$ cat src/rtl/srate_pkg.sv
package srate_pkg;

    localparam int NUM_RATES = 13;
    localparam int CODE_W    = 4;
    localparam logic [CODE_W-1:0] CODE_UNKNOWN = 4'd15;

    // Standard rates in ascending order; index equals output code.
    function automatic longint rate_hz(input int idx);
        case (idx)
            0:       return 64'd8000;
            1:       return 64'd11025;
            2:       return 64'd16000;
            3:       return 64'd22050;
            4:       return 64'd24000;
            5:       return 64'd32000;
            6:       return 64'd44100;
            7:       return 64'd48000;
            8:       return 64'd64000;
            9:       return 64'd88200;
            10:      return 64'd96000;
            11:      return 64'd176400;
            default: return 64'd192000;
        endcase
    endfunction

    // Rounded reference-cycle total expected over a window of frames.
    function automatic longint nominal_count(input longint ref_hz, input longint frames, input int idx);
        longint r;
        r = rate_hz(idx);
        return (ref_hz * frames + r / 2) / r;
    endfunction

    function automatic longint tol_band(input longint nom, input longint pct);
        return (nom * pct) / 100;
    endfunction

endpackage

$ cat src/rtl/srate_period_meter.sv
module srate_period_meter #(
    parameter int PER_W = 13
) (
    input  logic             clk,
    input  logic             rst_n,
    input  logic             frame_sync,
    output logic             per_fire,
    output logic [PER_W-1:0] per_len
);

    localparam logic [PER_W-1:0] CNT_MAX = '1;

    typedef struct packed {
        logic [PER_W-1:0] cnt;
        logic             started;
    } meter_t;

    meter_t st_q, st_d;

    always_comb begin
        st_d     = st_q;
        per_fire = frame_sync && st_q.started;
        per_len  = (st_q.cnt == CNT_MAX) ? CNT_MAX : st_q.cnt + PER_W'(1);
        if (frame_sync) begin
            st_d.cnt     = '0;
            st_d.started = 1'b1;
        end else if (st_q.cnt != CNT_MAX) begin
            st_d.cnt = st_q.cnt + PER_W'(1);
        end
    end

    always_ff @(posedge clk or negedge rst_n) begin
        if (!rst_n) begin
            st_q <= '0;
        end else begin
            st_q <= st_d;
        end
    end

endmodule

$ cat src/rtl/srate_jitter_mon.sv
module srate_jitter_mon #(
    parameter int PER_W     = 13,
    parameter int JIT_DIV   = 50,
    parameter int GOOD_NEED = 2
) (
    input  logic             clk,
    input  logic             rst_n,
    input  logic             per_fire,
    input  logic [PER_W-1:0] per_len,
    output logic             unlock
);

    localparam int SC_W = PER_W + $clog2(JIT_DIV + 1);
    localparam int GW   = $clog2(GOOD_NEED + 1);
    localparam logic [GW-1:0] GOOD_LAST = GW'(GOOD_NEED - 1);

    typedef struct packed {
        logic [PER_W-1:0] prev;
        logic             have_prev;
        logic [GW-1:0]    good;
        logic             unlock;
    } jit_t;

    jit_t st_q, st_d;
    logic [PER_W-1:0] diff;
    logic [SC_W-1:0]  scaled;
    logic             irregular;

    always_comb begin
        st_d      = st_q;
        diff      = (per_len >= st_q.prev) ? per_len - st_q.prev : st_q.prev - per_len;
        scaled    = SC_W'(diff) * SC_W'(JIT_DIV);
        irregular = scaled > SC_W'(st_q.prev);
        if (per_fire) begin
            st_d.prev      = per_len;
            st_d.have_prev = 1'b1;
            if (st_q.have_prev) begin
                if (irregular) begin
                    st_d.unlock = 1'b1;
                    st_d.good   = '0;
                end else if (st_q.unlock) begin
                    if (st_q.good == GOOD_LAST) begin
                        st_d.unlock = 1'b0;
                        st_d.good   = '0;
                    end else begin
                        st_d.good = st_q.good + GW'(1);
                    end
                end
            end
        end
    end

    always_ff @(posedge clk or negedge rst_n) begin
        if (!rst_n) begin
            st_q        <= '0;
            st_q.unlock <= 1'b1;
        end else begin
            st_q <= st_d;
        end
    end

    assign unlock = st_q.unlock;

endmodule

$ cat src/rtl/srate_window_acc.sv
module srate_window_acc #(
    parameter int PER_W       = 13,
    parameter int FRAMES_LOG2 = 3,
    parameter int ACC_W       = PER_W + FRAMES_LOG2
) (
    input  logic             clk,
    input  logic             rst_n,
    input  logic             per_fire,
    input  logic [PER_W-1:0] per_len,
    output logic             win_done,
    output logic [ACC_W-1:0] win_sum
);

    localparam logic [FRAMES_LOG2-1:0] IDX_LAST = '1;

    typedef struct packed {
        logic [ACC_W-1:0]       acc;
        logic [FRAMES_LOG2-1:0] idx;
    } win_t;

    win_t st_q, st_d;

    always_comb begin
        st_d     = st_q;
        win_sum  = st_q.acc + ACC_W'(per_len);
        win_done = per_fire && (st_q.idx == IDX_LAST);
        if (per_fire) begin
            if (st_q.idx == IDX_LAST) begin
                st_d.acc = '0;
                st_d.idx = '0;
            end else begin
                st_d.acc = win_sum;
                st_d.idx = st_q.idx + FRAMES_LOG2'(1);
            end
        end
    end

    always_ff @(posedge clk or negedge rst_n) begin
        if (!rst_n) begin
            st_q <= '0;
        end else begin
            st_q <= st_d;
        end
    end

endmodule

$ cat src/rtl/srate_rate_lut.sv
module srate_rate_lut
    import srate_pkg::*;
#(
    parameter int REF_HZ  = 24576000,
    parameter int FRAMES  = 8,
    parameter int TOL_PCT = 3,
    parameter int ACC_W   = 16
) (
    input  logic [ACC_W-1:0]  win_sum,
    output logic [CODE_W-1:0] code,
    output logic              hit_any
);

    logic [NUM_RATES-1:0] hit;

    for (genvar gi = 0; gi < NUM_RATES; gi++) begin : g_band
        localparam longint NOM = nominal_count(longint'(REF_HZ), longint'(FRAMES), gi);
        localparam longint TOL = tol_band(NOM, longint'(TOL_PCT));
        localparam logic [ACC_W-1:0] LO = ACC_W'(NOM - TOL);
        localparam logic [ACC_W-1:0] HI = ACC_W'(NOM + TOL);
        assign hit[gi] = (win_sum >= LO) && (win_sum <= HI);
    end

    always_comb begin
        code    = CODE_UNKNOWN;
        hit_any = |hit;
        for (int i = 0; i < NUM_RATES; i++) begin
            if (hit[i]) begin
                code = CODE_W'(i);
            end
        end
    end

endmodule

$ cat src/rtl/srate_classifier.sv
module srate_classifier
    import srate_pkg::*;
#(
    parameter int REF_HZ      = 24576000,
    parameter int FRAMES_LOG2 = 3,
    parameter int TOL_PCT     = 3,
    parameter int JIT_DIV     = 50,
    parameter int GOOD_NEED   = 2,
    parameter int HIGH_SET_HZ = 64000,
    parameter int HIGH_CLR_HZ = 54000,
    parameter int MIN_RATE_HZ = 8000
) (
    input  logic              clk,
    input  logic              rst_n,
    input  logic              frame_sync,
    output logic [CODE_W-1:0] rate_code,
    output logic              rate_valid,
    output logic              rate_high,
    output logic              unlock
);

    localparam int FRAMES = 1 << FRAMES_LOG2;
    localparam int PER_W  = $clog2(REF_HZ / MIN_RATE_HZ * 2 + 1);
    localparam int ACC_W  = PER_W + FRAMES_LOG2;
    localparam logic [ACC_W-1:0] SET_MAX = ACC_W'(longint'(REF_HZ) * FRAMES / HIGH_SET_HZ);
    localparam logic [ACC_W-1:0] CLR_MIN = ACC_W'(longint'(REF_HZ) * FRAMES / HIGH_CLR_HZ);

    typedef struct packed {
        logic [CODE_W-1:0] code;
        logic              valid;
        logic              high;
    } out_t;

    out_t st_q, st_d;

    logic              per_fire;
    logic [PER_W-1:0]  per_len;
    logic              win_done;
    logic [ACC_W-1:0]  win_sum;
    logic [CODE_W-1:0] lut_code;
    logic              lut_hit;

    srate_period_meter #(.PER_W(PER_W)) u_meter (
        .clk(clk), .rst_n(rst_n), .frame_sync(frame_sync),
        .per_fire(per_fire), .per_len(per_len)
    );

    srate_jitter_mon #(.PER_W(PER_W), .JIT_DIV(JIT_DIV), .GOOD_NEED(GOOD_NEED)) u_jit (
        .clk(clk), .rst_n(rst_n), .per_fire(per_fire), .per_len(per_len),
        .unlock(unlock)
    );

    srate_window_acc #(.PER_W(PER_W), .FRAMES_LOG2(FRAMES_LOG2), .ACC_W(ACC_W)) u_win (
        .clk(clk), .rst_n(rst_n), .per_fire(per_fire), .per_len(per_len),
        .win_done(win_done), .win_sum(win_sum)
    );

    srate_rate_lut #(.REF_HZ(REF_HZ), .FRAMES(FRAMES), .TOL_PCT(TOL_PCT), .ACC_W(ACC_W)) u_lut (
        .win_sum(win_sum), .code(lut_code), .hit_any(lut_hit)
    );

    always_comb begin
        st_d = st_q;
        if (win_done) begin
            st_d.code  = lut_code;
            st_d.valid = lut_hit;
            if (win_sum <= SET_MAX) begin
                st_d.high = 1'b1;
            end else if (win_sum > CLR_MIN) begin
                st_d.high = 1'b0;
            end
        end
    end

    always_ff @(posedge clk or negedge rst_n) begin
        if (!rst_n) begin
            st_q.code  <= CODE_UNKNOWN;
            st_q.valid <= 1'b0;
            st_q.high  <= 1'b0;
        end else begin
            st_q <= st_d;
        end
    end

    assign rate_code  = st_q.code;
    assign rate_valid = st_q.valid;
    assign rate_high  = st_q.high;

endmodule

$ cat config.mk
export PLATFORM = sky130hd
export DESIGN_NAME = srate_classifier
export DESIGN_NICKNAME = d
export VERILOG_FILES = /design/src/rtl/srate_pkg.sv /design/src/rtl/srate_period_meter.sv /design/src/rtl/srate_jitter_mon.sv /design/src/rtl/srate_window_acc.sv /design/src/rtl/srate_rate_lut.sv /design/src/rtl/srate_classifier.sv
export SDC_FILE = /design/constraint.sdc
export NUM_CORES = 1
export LEC_CHECK = 0
export ABC_AREA = 0
export BUFFER_PORTS_ARGS = -buffer_cell sky130_fd_sc_hd__buf_2
export CAP_MARGIN = 15
export CORE_ASPECT_RATIO = 1.25
export CORE_UTILIZATION = 55
export CTS_CLUSTER_DIAMETER = 60
export CTS_CLUSTER_SIZE = 28
export DETAILED_ROUTE_END_ITERATION = 8
export HOLD_SLACK_MARGIN = 0.08
export PLACE_DENSITY = 0.83
export SYNTH_ARGS = -nofsm -noshare
export SYNTH_HDL_FRONTEND = slang
export SYNTH_SLANG_ARGS = --single-unit
$ cat constraint.sdc
create_clock -name clk -period 8.4 [get_ports clk]
set_input_delay 0 -clock clk [delete_from_list [all_inputs] [get_ports clk]]
set_output_delay 0 -clock clk [all_outputs]
set_load 0.01 [all_outputs]
; Word level (Yosys, flattened, before mapping)
; Index checks and enable logic that the tools add are counted.
[op_classes]
magnitude_cmp = 30
eq_ne = 4
mux = 24
multipliers = 1
reduce_logical = 22
add_sub_neg = 6
[ops]
columns = cell, n
row1 = <= comparator 16 x 12 -> 1 bit (second input constant), 4
row2 = 2-to-1 mux 13 bit, 4
row3 = 2-to-1 mux 4 bit, 13
row4 = >= comparator 16 x 12 -> 1 bit (second input constant), 3
row5 = >= comparator 16 x 13 -> 1 bit (second input constant), 3
row6 = <= comparator 16 x 13 -> 1 bit (second input constant), 3
row7 = <= comparator 16 x 14 -> 1 bit (second input constant), 3
row8 = >= comparator 16 x 11 -> 1 bit (second input constant), 2
row9 = >= comparator 16 x 14 -> 1 bit (second input constant), 2
row10 = >= comparator 16 x 15 -> 1 bit (second input constant), 2
row11 = <= comparator 16 x 11 -> 1 bit (second input constant), 2
row12 = <= comparator 16 x 15 -> 1 bit (second input constant), 2
row13 = subtractor 13 bit, 2
row14 = greater-than comparator 19 x 13 -> 1 bit, 1
row15 = 2-to-1 mux 19 bit, 1
row16 = multiplier 13 x 5 -> 18 bit (second input constant), 1
row17 = adder 16 x 13 -> 16 bit, 1
row18 = >= comparator 16 x 10 -> 1 bit (second input constant), 1
row19 = greater-than comparator 16 x 12 -> 1 bit (second input constant), 1
row20 = logical AND 1 bit, 15
row21 = adder 13 x 1 -> 13 bit (second input constant), 1
row22 = equality test 13 bit (second input constant), 1
row23 = >= comparator 13 bit, 1
row24 = inequality test 13 bit (second input constant), 1
row25 = 11 further kinds, 17
[totals]
output_inout_bits = 7
regBits = 56
inputBits = 3
word_cells = 98

; Longest topological paths before layout
; Gate-level depths: netlist (run 1).
[depth]
word_depth = 18
mapped_depth = 41
depth_no_buf = 38

; Modules after synthesis
; From an unflattened synthesis (run 1), not the netlist that was laid out.
[unflattened]
hier_cells = 832
hier_area_um2 = 7109.3
[modules_own_cells]
columns = mod, seq_area_each_um2, n_inst, area_each_um2, cells_per_inst
row1 = srate_jitter_mon, 426.7, 1, 3438.3, 420
row2 = srate_window_acc, 475.5, 1, 1411.4, 143
row3 = srate_rate_lut, 0.0, 1, 972.2, 145
row4 = srate_period_meter, 350.3, 1, 958.4, 97
row5 = srate_classifier, 155.1, 1, 329.1, 27

; Worst setup path before layout (run 1)
; OpenSTA, ideal clock, no wires.
[synth_path]
path_type = register -> register
startpoint = register u_meter.st_q[1] (netlist bit)
endpoint = register u_jit.st_q[2] (netlist bit)
path_stages_with_launch = 41
arrival_time_ns = 8.129
path_slack_ns = 0.198
synth_period_minus_slack_ns = 8.202
t_required_ns = 8.327
setup_ns = 0.073
path_buffers = 2
path_cell_list = dfrtp_1 ha_1 nand3_1 nor2_1 and3_1 clkbuf_1 nand2_1 and2_1 inv_1 ha_1 buf_2 a21o_1 a211oi_1 o22ai_1 a21oi_1 a211oi_1 nor2_1 mux2_2 (+5 left out) inv_1 fa_1 inv_1 ha_1 nor3_1 nor2_1 a31oi_1 xnor2_1 ha_1 a21o_1 a211oi_1 o21ai_0 nor2_1 a31oi_1 or3_1 a311oi_1 a21oi_1 nor2b_1
[synth_via]
elab_chain_cells = 8
elab_cells_between_ends = 12
cone_classes = 3 x add/sub / 1 x mul / 2 x order compare / 1 x eq/ne / 3 x mux / 2 x reduce/logical
[synth_rtl]
columns = element, line_no
row1 = from (decl), srate_period_meter.sv:18  ; meter_t st_q, st_d;
row2 = from (signal assigned), srate_period_meter.sv:36  ; st_q <= st_d;
row3 = adder 13 x 1 -> 13 bit / equality test 13 bit (equally long branches), srate_period_meter.sv:23  ; per_len = (st_q.cnt == CNT_MAX) ? CNT_MAX : st_q.cnt + PER_W'(1);
row4 = 2-to-1 mux 13 bit (*), srate_period_meter.sv:23
row5 = named net per_len[6], srate_classifier.sv:37  ; logic [PER_W-1:0] per_len;
row6 = subtractor 13 bit / >= comparator 13 bit (equally long branches), srate_jitter_mon.sv:31  ; diff = (per_len >= st_q.prev) ? per_len - st_q.prev : st_q.prev - per_len;
row7 = 2-to-1 mux 13 bit (*), srate_jitter_mon.sv:31
row8 = multiplier 13 x 5 -> 18 bit (*), srate_jitter_mon.sv:32  ; scaled = SC_W'(diff) * SC_W'(JIT_DIV);
row9 = greater-than comparator 19 x 13 -> 1 bit (*), srate_jitter_mon.sv:33  ; irregular = scaled > SC_W'(st_q.prev);
row10 = nonzero test 2 bit (no source line), n/a
row11 = AND reduction 3 bit (no source line), n/a
row12 = to (signal assigned), srate_jitter_mon.sv:58  ; st_q <= st_d;
row13 = to (decl), srate_jitter_mon.sv:24  ; jit_t st_q, st_d;
; The timed path passes the listed nets; every way through them passes the cells marked *.
; A chain may end at the register's enable or synchronous reset.

; Final worst setup path (run 1)
; Ends and elaborated chain as after synthesis.

==> impl_metrics.toml, run 1 <==
[run_status]
outcome = "finished, final reports clean"

[worst_hold_path]
min_path_type = "in2async"

[layout]
insertedDiodeCount = 0
area_delta_synth_final_pct = 8.83
drive_gt1_frac = 0.119
fill_cells = 1117
utilization = 0.620
final_area_sq_um = 7570
stdcell_count = 1050
layout.nets = 995

[setup_path]
rrSetupSlack_ns = 0.45
rr_startpoint = "u_meter.st_q[1]"
crit_slowest_cell = "fa_1"
crit_path_max_incr_delay_ns = 0.52
crit_fanout = 14
cp_top_family = "compound AO/OA/AOI/OAI gates"
path_buf_inv = 5
crit_type = "reg2reg"
crit_path_end_kind = "flip-flop"
cpMostUsedCell = "ha_1"
critPathLaunchType = "flip-flop"
r2r_end = "u_jit.st_q[2]"
critical_path_required_ns = 8.63
arrival_ns = 8.19
reg2reg_depth = 39

[synth]
synth_fa_ha_area_frac = 0.204
ys_warn_count = 0
ys_seq_area_frac = 0.202
synthesis.area_sq_um = 6960
synth_top_area_frac = 0.183
synth.area.top_cells = "dfrtp_1 (18%), ha_1 (17%), o21ai_0 (4.7%)"
synth_cell_type_count = 77
synth_compound_area_frac = 0.251
synthesis.nets = 982
netlist.top_cell.by_area = "dfrtp_1"
async_flop_share = 1.00
syn_area_per_cell_sq_um = 7.98
synth_edf_count = 0
ys_seq_elements = 56
synth_top_family_by_area = "compound AO/OA/AOI/OAI gates"
synth_cells = 872
synthMuxAreaShare = 0.0167
synth-simple-area-share = 0.202
synth_xor_area_frac = 0.0566
synth_flop_cell = "dfrtp_1"

[global_routing]
grtUsageTotal = 0.298
grt_pass1_wl_mm = 30.4
grt_max_degree = 57
grt_pass1_vias = 6511
grt_antenna_before_repair = 0
grt_overflow = 0

[routing]
drc = 0
drt_iter0_drc = 505
wl_per_cell_microns = 18.2
vias_per_cell = 6.29
first_pass_iters = 5
wirelength_mm = 19.1
vias = 6605
antenna_left = 0

[placement]
globalplace.congestion = 1.01
placed_cells = 1038
dpl-instance-area_sq_um = 7260
dp.final_hpwl_mm = 15.2
io_buffers = 9

[sta]
worstMarginPinSlew_ns = 1.04
hold_slack_ns = 0.379
hold_violations = 0
setup_viol = 0
max_freq_ghz = 0.126
relSlewSlack = 0.301
period_share = 0.947
fin_skew_ns = 0.00587
slew_viol_final = 0
period_needed_ns = 7.95

[floorplanning]
fp-row-count = 45
core-area_sq_um = 12200
io-pin-count = 10
die_h_microns = 128
die_x_microns = 103
start_util = 0.569
die_area_sq_um = 13100

[clock_tree]
cts_sinks = 56
root_buffer = "clkbuf_16"
worstSkewPairLatency_ns = 0.30
cts_inserted_buffers = 5
cts_tree = "built"
cts_buffer_depth = 2
clk_pin_slew_worst_paths_ns = 0.07
htreeDepth = 2

[run]
maxCapViolations = 0
[cell usage after synthesis, types with 4 or more instances]
cell type / n
a2111oi_0: 8
a211o_1: 4
a211oi_1: 14
a21o_1: 20
a21oi_1: 50
a311oi_1: 8
a31oi_1: 11
and2_1: 9
and3_1: 9
buf_2: 11
clkbuf_1: 21
dfrtp_1: 51
dfstp_2: 5
fa_1: 11
ha_1: 96
inv_1: 79
mux2_2: 5
mux2i_1: 6
nand2_1: 77
nand2b_1: 11
nand3_1: 27
nand3b_1: 4
nand4_1: 8
nor2_1: 57
nor2b_1: 14
nor3_1: 23
nor4_1: 5
nor4b_1: 4
o211a_1: 4
o211ai_1: 6
o21a_1: 10
o21ai_0: 65
o21bai_1: 4
o22ai_1: 4
o31ai_1: 7
or2_2: 10
or3_1: 4
xnor2_1: 26
xor2_1: 19
[per-stage QoR]
| stage | setup TNS [ns] | setup WS (ns) |
|---|---|---|
| detailed placement | 0 | 0.0370 |
| CTS | 0 | 0.00202 |
| global route | -0.0632 | -0.0435 |
| finish | 0 | 0.446 |
| global placement | 0 | 0.239 |
| floorplan | 0 | 0.198 |
[registers in the layout (all words and copies together) (netlist names)]
signal,cells
u_win.st_q,19
rate_high,1
u_meter.st_q,14
rate_code,4
rate_valid,1
u_jit.unlock,1
u_jit.st_q,16
[metal layers]
metal | wire length (microns) | vias to the layer above | global-route usage
li1 | - | 3176 | -
met1 | 7260 | 3090 | 0.318
met2 | 9540 | 254 | 0.528
met3 | 878 | 85 | 0.0354
met4 | 1400 | 0 | 0.219
met5 | 0 | - | 0
[layout by cell type (no fill, tap or decap), drive strengths merged, types with 4 or more instances in the layout]
| cell | Yosys | layout |
|---|---|---|
| o22ai | 4 | 4 |
| a311oi | 8 | 8 |
| dfrtp | 51 | 51 |
| inv | 79 | 79 |
| nor3 | 23 | 23 |
| nand3b | 4 | 4 |
| buf | 15 | 41 |
| nor4 | 5 | 5 |
| a211o | 4 | 4 |
| fa | 11 | 11 |
| ha | 96 | 96 |
| nor2 | 57 | 57 |
| and2 | 9 | 9 |
| a21o | 20 | 20 |
| a31oi | 11 | 11 |
| o211ai | 7 | 7 |
| o21ai | 68 | 68 |
| xor2 | 19 | 19 |
| dfstp | 5 | 5 |
| or3 | 4 | 4 |
| o21a | 10 | 10 |
| mux2i | 6 | 6 |
| a211oi | 16 | 16 |
| o21bai | 4 | 4 |
| o211a | 4 | 4 |
| nand4 | 8 | 8 |
| nand2b | 11 | 11 |
| nand3 | 27 | 27 |
| or2 | 12 | 12 |
| xnor2 | 26 | 26 |
| nor2b | 14 | 14 |
| and3 | 10 | 10 |
| clkbuf | 22 | 6 |
| mux2 | 5 | 5 |
| nor4b | 4 | 4 |
| a21oi | 50 | 50 |
| o31ai | 7 | 7 |
| a2111oi | 8 | 8 |
| nand2 | 77 | 77 |
[worst max path at each step]
stage	startpoint	endpoint	slack, ns	cells after the start
after floorplan	u_meter.st_q[1]	u_jit.st_q[2]	0.20	40
after global placement	u_meter.st_q[1]	u_jit.st_q[2]	0.24	36
after detailed placement	u_meter.st_q[1]	u_jit.st_q[2]	0.04	40
after CTS	u_meter.st_q[1]	u_jit.st_q[2]	0.002	37
after global routing	u_meter.st_q[1]	u_jit.st_q[2]	-0.04	40
final	u_meter.st_q[1]	u_jit.st_q[2]	0.45	39
[logic make-up after synthesis]
logic type	after synthesis
compound gates	258
xor+xnor	45
fa+ha+maj	107
buf+inv	116
flops	56
mux	11
simple gates	279
[repair_timing]
item | in CTS | in global routing
endpoints found under the setup margin | 2 | 3
hold buffers | 2 | 0
resized for setup | 1 | 30
endpoints found under the hold margin | 52 | 0
buffers inserted | 0 | 2
pin swaps | 0 | 8
[worst register-to-register path, delay by kind of cell (launching register included)]
family                   cells  cell delay (ns)
AO/OA/AOI/OAI               11             2.29
AND/OR/NAND/NOR             14             2.10
adder cells (fa/ha/maj)      7             2.07
buffers and inverters        5             0.65
flip-flops                   1             0.41
XOR/XNOR                     2             0.40
[final cells by class]
class | instances | area, sq um | share of cell area
clock buffer | 6 | 129 | 0.0170
clock inverter | 2 | 16.3 | 0.00215
inverter | 79 | 297 | 0.0392
multi-input combinational | 700 | 5210 | 0.688
sequential | 56 | 1410 | 0.186
tap | 164 | 205 | 0.0271
timing repair buffer | 43 | 305 | 0.0403
Power of run 1 is not shown: default switching activity piles up to over one toggle a cycle in this logic, so the estimate is an artifact.
==> run 2: changes to the inputs <==
--- a/config.mk
+++ b/config.mk
@@ -9,12 +9,13 @@
 export BUFFER_PORTS_ARGS = -buffer_cell sky130_fd_sc_hd__buf_2
 export CAP_MARGIN = 15
 export CORE_ASPECT_RATIO = 1.25
-export CORE_UTILIZATION = 55
+export CORE_UTILIZATION = 45
+export CTS_BUF_LIST = sky130_fd_sc_hd__clkbuf_16
 export CTS_CLUSTER_DIAMETER = 60
 export CTS_CLUSTER_SIZE = 28
 export DETAILED_ROUTE_END_ITERATION = 8
 export HOLD_SLACK_MARGIN = 0.08
-export PLACE_DENSITY = 0.83
+export PLACE_DENSITY = 0.71
 export SYNTH_ARGS = -nofsm -noshare
 export SYNTH_HDL_FRONTEND = slang
 export SYNTH_SLANG_ARGS = --single-unit
==> run 2 against run 1 <==
Compared with the run above:
- worst setup slack better by 0.059 ns
- routed wire length is 1.4% higher
- critical path depth is 2 lower
- maximum frequency is 0.75% higher
- non-clock buffer count stayed put
- final area hardly changed
- clock-buffer cell count is 1 lower
- global-route usage is 4.9 points lower
- via count is 2.4% lower
- sequential cell count stayed put
- critical path type unchanged
- critical endpoint unchanged
==> impl_metrics.toml, run 2 (same netlist as run 1, synthesis figures left out) <==
[run_status]
outcome = "finished, final reports clean"

[setup_path]
rrSetupSlack_ns = 0.50
critical_path_required_ns = 8.64
arrival_ns = 8.14
crit_fanout = 14
reg2reg_depth = 37
critPathLaunchType = "flip-flop"
r2r_end = "u_jit.st_q[2]"
crit_slowest_cell = "fa_1"
crit_path_end_kind = "flip-flop"
path_buf_inv = 5
crit_path_max_incr_delay_ns = 0.52
crit_type = "reg2reg"
rr_startpoint = "u_meter.st_q[7]"
cp_top_family = "compound AO/OA/AOI/OAI gates"
cpMostUsedCell = "ha_1"

[sta]
period_share = 0.940
fin_setup_tns_ns = 0
fin_ws_ns = 0.505
hold_violations = 0
worstMarginPinSlew_ns = 1.05
fin_skew_ns = 0.00722
rsz0062_at_grt = "false"
setup_viol = 0
relSlewSlack = 0.295
period_needed_ns = 7.90
max_freq_ghz = 0.127
slew_viol_final = 0

[global_routing]
grt_pass1_vias = 6403
grtUsageTotal = 0.248
grt_max_degree = 57
grt_antenna_before_repair = 0
grt_pass1_wl_mm = 31.4
grt_overflow = 0

[clock_tree]
htreeDepth = 2
cts_inserted_buffers = 5
cts_tree = "built"
clk_pin_slew_worst_paths_ns = 0.08
worstSkewPairLatency_ns = 0.31
cts_sinks = 56
cts_buffer_depth = 2
root_buffer = "clkbuf_16"

[placement]
dp_slack_ns = -0.0526
dp.final_hpwl_mm = 15.7
io_buffers = 9
globalplace.congestion = 0.965

[run]
maxCapViolations = 0

[worst_hold_path]
hold_start = "frame_sync"
hold_end = "u_meter.st_q[13]"
holdPathStages = 2
min_path_type = "in2reg"

[floorplanning]
die_x_microns = 113
start_util = 0.463
core-area_sq_um = 15000
die_h_microns = 141
fp-row-count = 50
io-pin-count = 10
die_area_sq_um = 16000

[layout]
area_delta_synth_final_pct = 8.94
layout.nets = 995
final_cell_mix = "ha_1 (95), inv_1 (78), nand2_1 (77)"
drive_gt1_frac = 0.119
largest_reg_flops = 19
layout_top_registers = "u_win.st_q (19), u_jit.st_q (16), u_meter.st_q (14)"
layout_commonest_cell = "ha_1"
insertedDiodeCount = 0
top_register = "u_win.st_q"

[routing]
wirelength_mm = 19.3
antenna_left = 0
vias = 6447
wl_per_cell_microns = 18.1
drt_iter0_drc = 272
vias_per_cell = 6.04
first_pass_iters = 4
drc = 0
## run 2: changes by cell type in the layout (fill, tap and decap cells not counted), sizes merged
cell         before  now
buf              41   42
clkbuf            6    5
dlygate4sd3       2    1
inv              79   80
## run 2: layout make-up
| class | instances | area [sq um] |
|---|---|---|
| tap | 182 | 228 |
| clock buffer | 5 | 125 |
| clock inverter | 3 | 27.5 |
| timing repair buffer | 43 | 303 |
| inverter | 79 | 297 |
| fill | 1480 | 7430 |
| multi-input combinational | 700 | 5190 |
| sequential | 56 | 1410 |
## run 2: worst max-delay path by stage
stage	from	endpoint	slack, ns	cells after the start
2_1_floorplan	u_meter.st_q[1]	u_jit.st_q[2]	0.20	40
3_3_place_gp	u_meter.st_q[1]	u_jit.st_q[1]	0.10	39
3_5_place_dp	u_meter.st_q[1]	u_jit.st_q[1]	-0.05	39
4_1_cts	u_meter.st_q[1]	u_jit.st_q[2]	0.05	39
5_1_grt	u_meter.st_q[2]	u_jit.st_q[2]	0.008	39
6_report	u_meter.st_q[7]	u_jit.st_q[2]	0.50	37
## run 2: through the flow
stage | hold WS [ns] | area (sq um) | util | instances
floorplan | -0.296 | 6960 | - | 872
CTS | 0.0907 | 7440 | 0.496 | 1063
finish | 0.0869 | 7580 | 0.505 | 1068
detailed placement | 0.176 | 7270 | 0.484 | 1054
global placement | 0.170 | 7270 | 0.484 | 1054
global route | 0.119 | 7580 | 0.505 | 1068
## run 2: worst reg2reg max path, delay by kind of cell, from the launching register on
family | cells | cell delay (ns)
AND/OR/NAND/NOR | 13 | 2.22
buffers and inverters | 5 | 0.54
adder cells (fa/ha/maj) | 6 | 2.00
flip-flops | 1 | 0.41
XOR/XNOR | 2 | 0.39
AO/OA/AOI/OAI | 11 | 2.30
## run 2: metal layers
metal | track usage | share of wire | vias to the layer above
met5 | 0 | 0 | -
met4 | 0.179 | 0.071 | 0
met3 | 0.0202 | 0.029 | 69
met2 | 0.449 | 0.50 | 160
met1 | 0.272 | 0.40 | 3048
li1 | - | - | 3170
## run 2: timing repair
action                     in CTS  in global routing
setup endpoints to repair       3                  3
pin swaps                       0                  7
gates resized for setup         2                 26
hold endpoints to repair       51                  0
gates cloned                    0                  0
hold buffers                    1                  0
setup buffers                   0                  5
Power of run 2 is left out for the same reason.
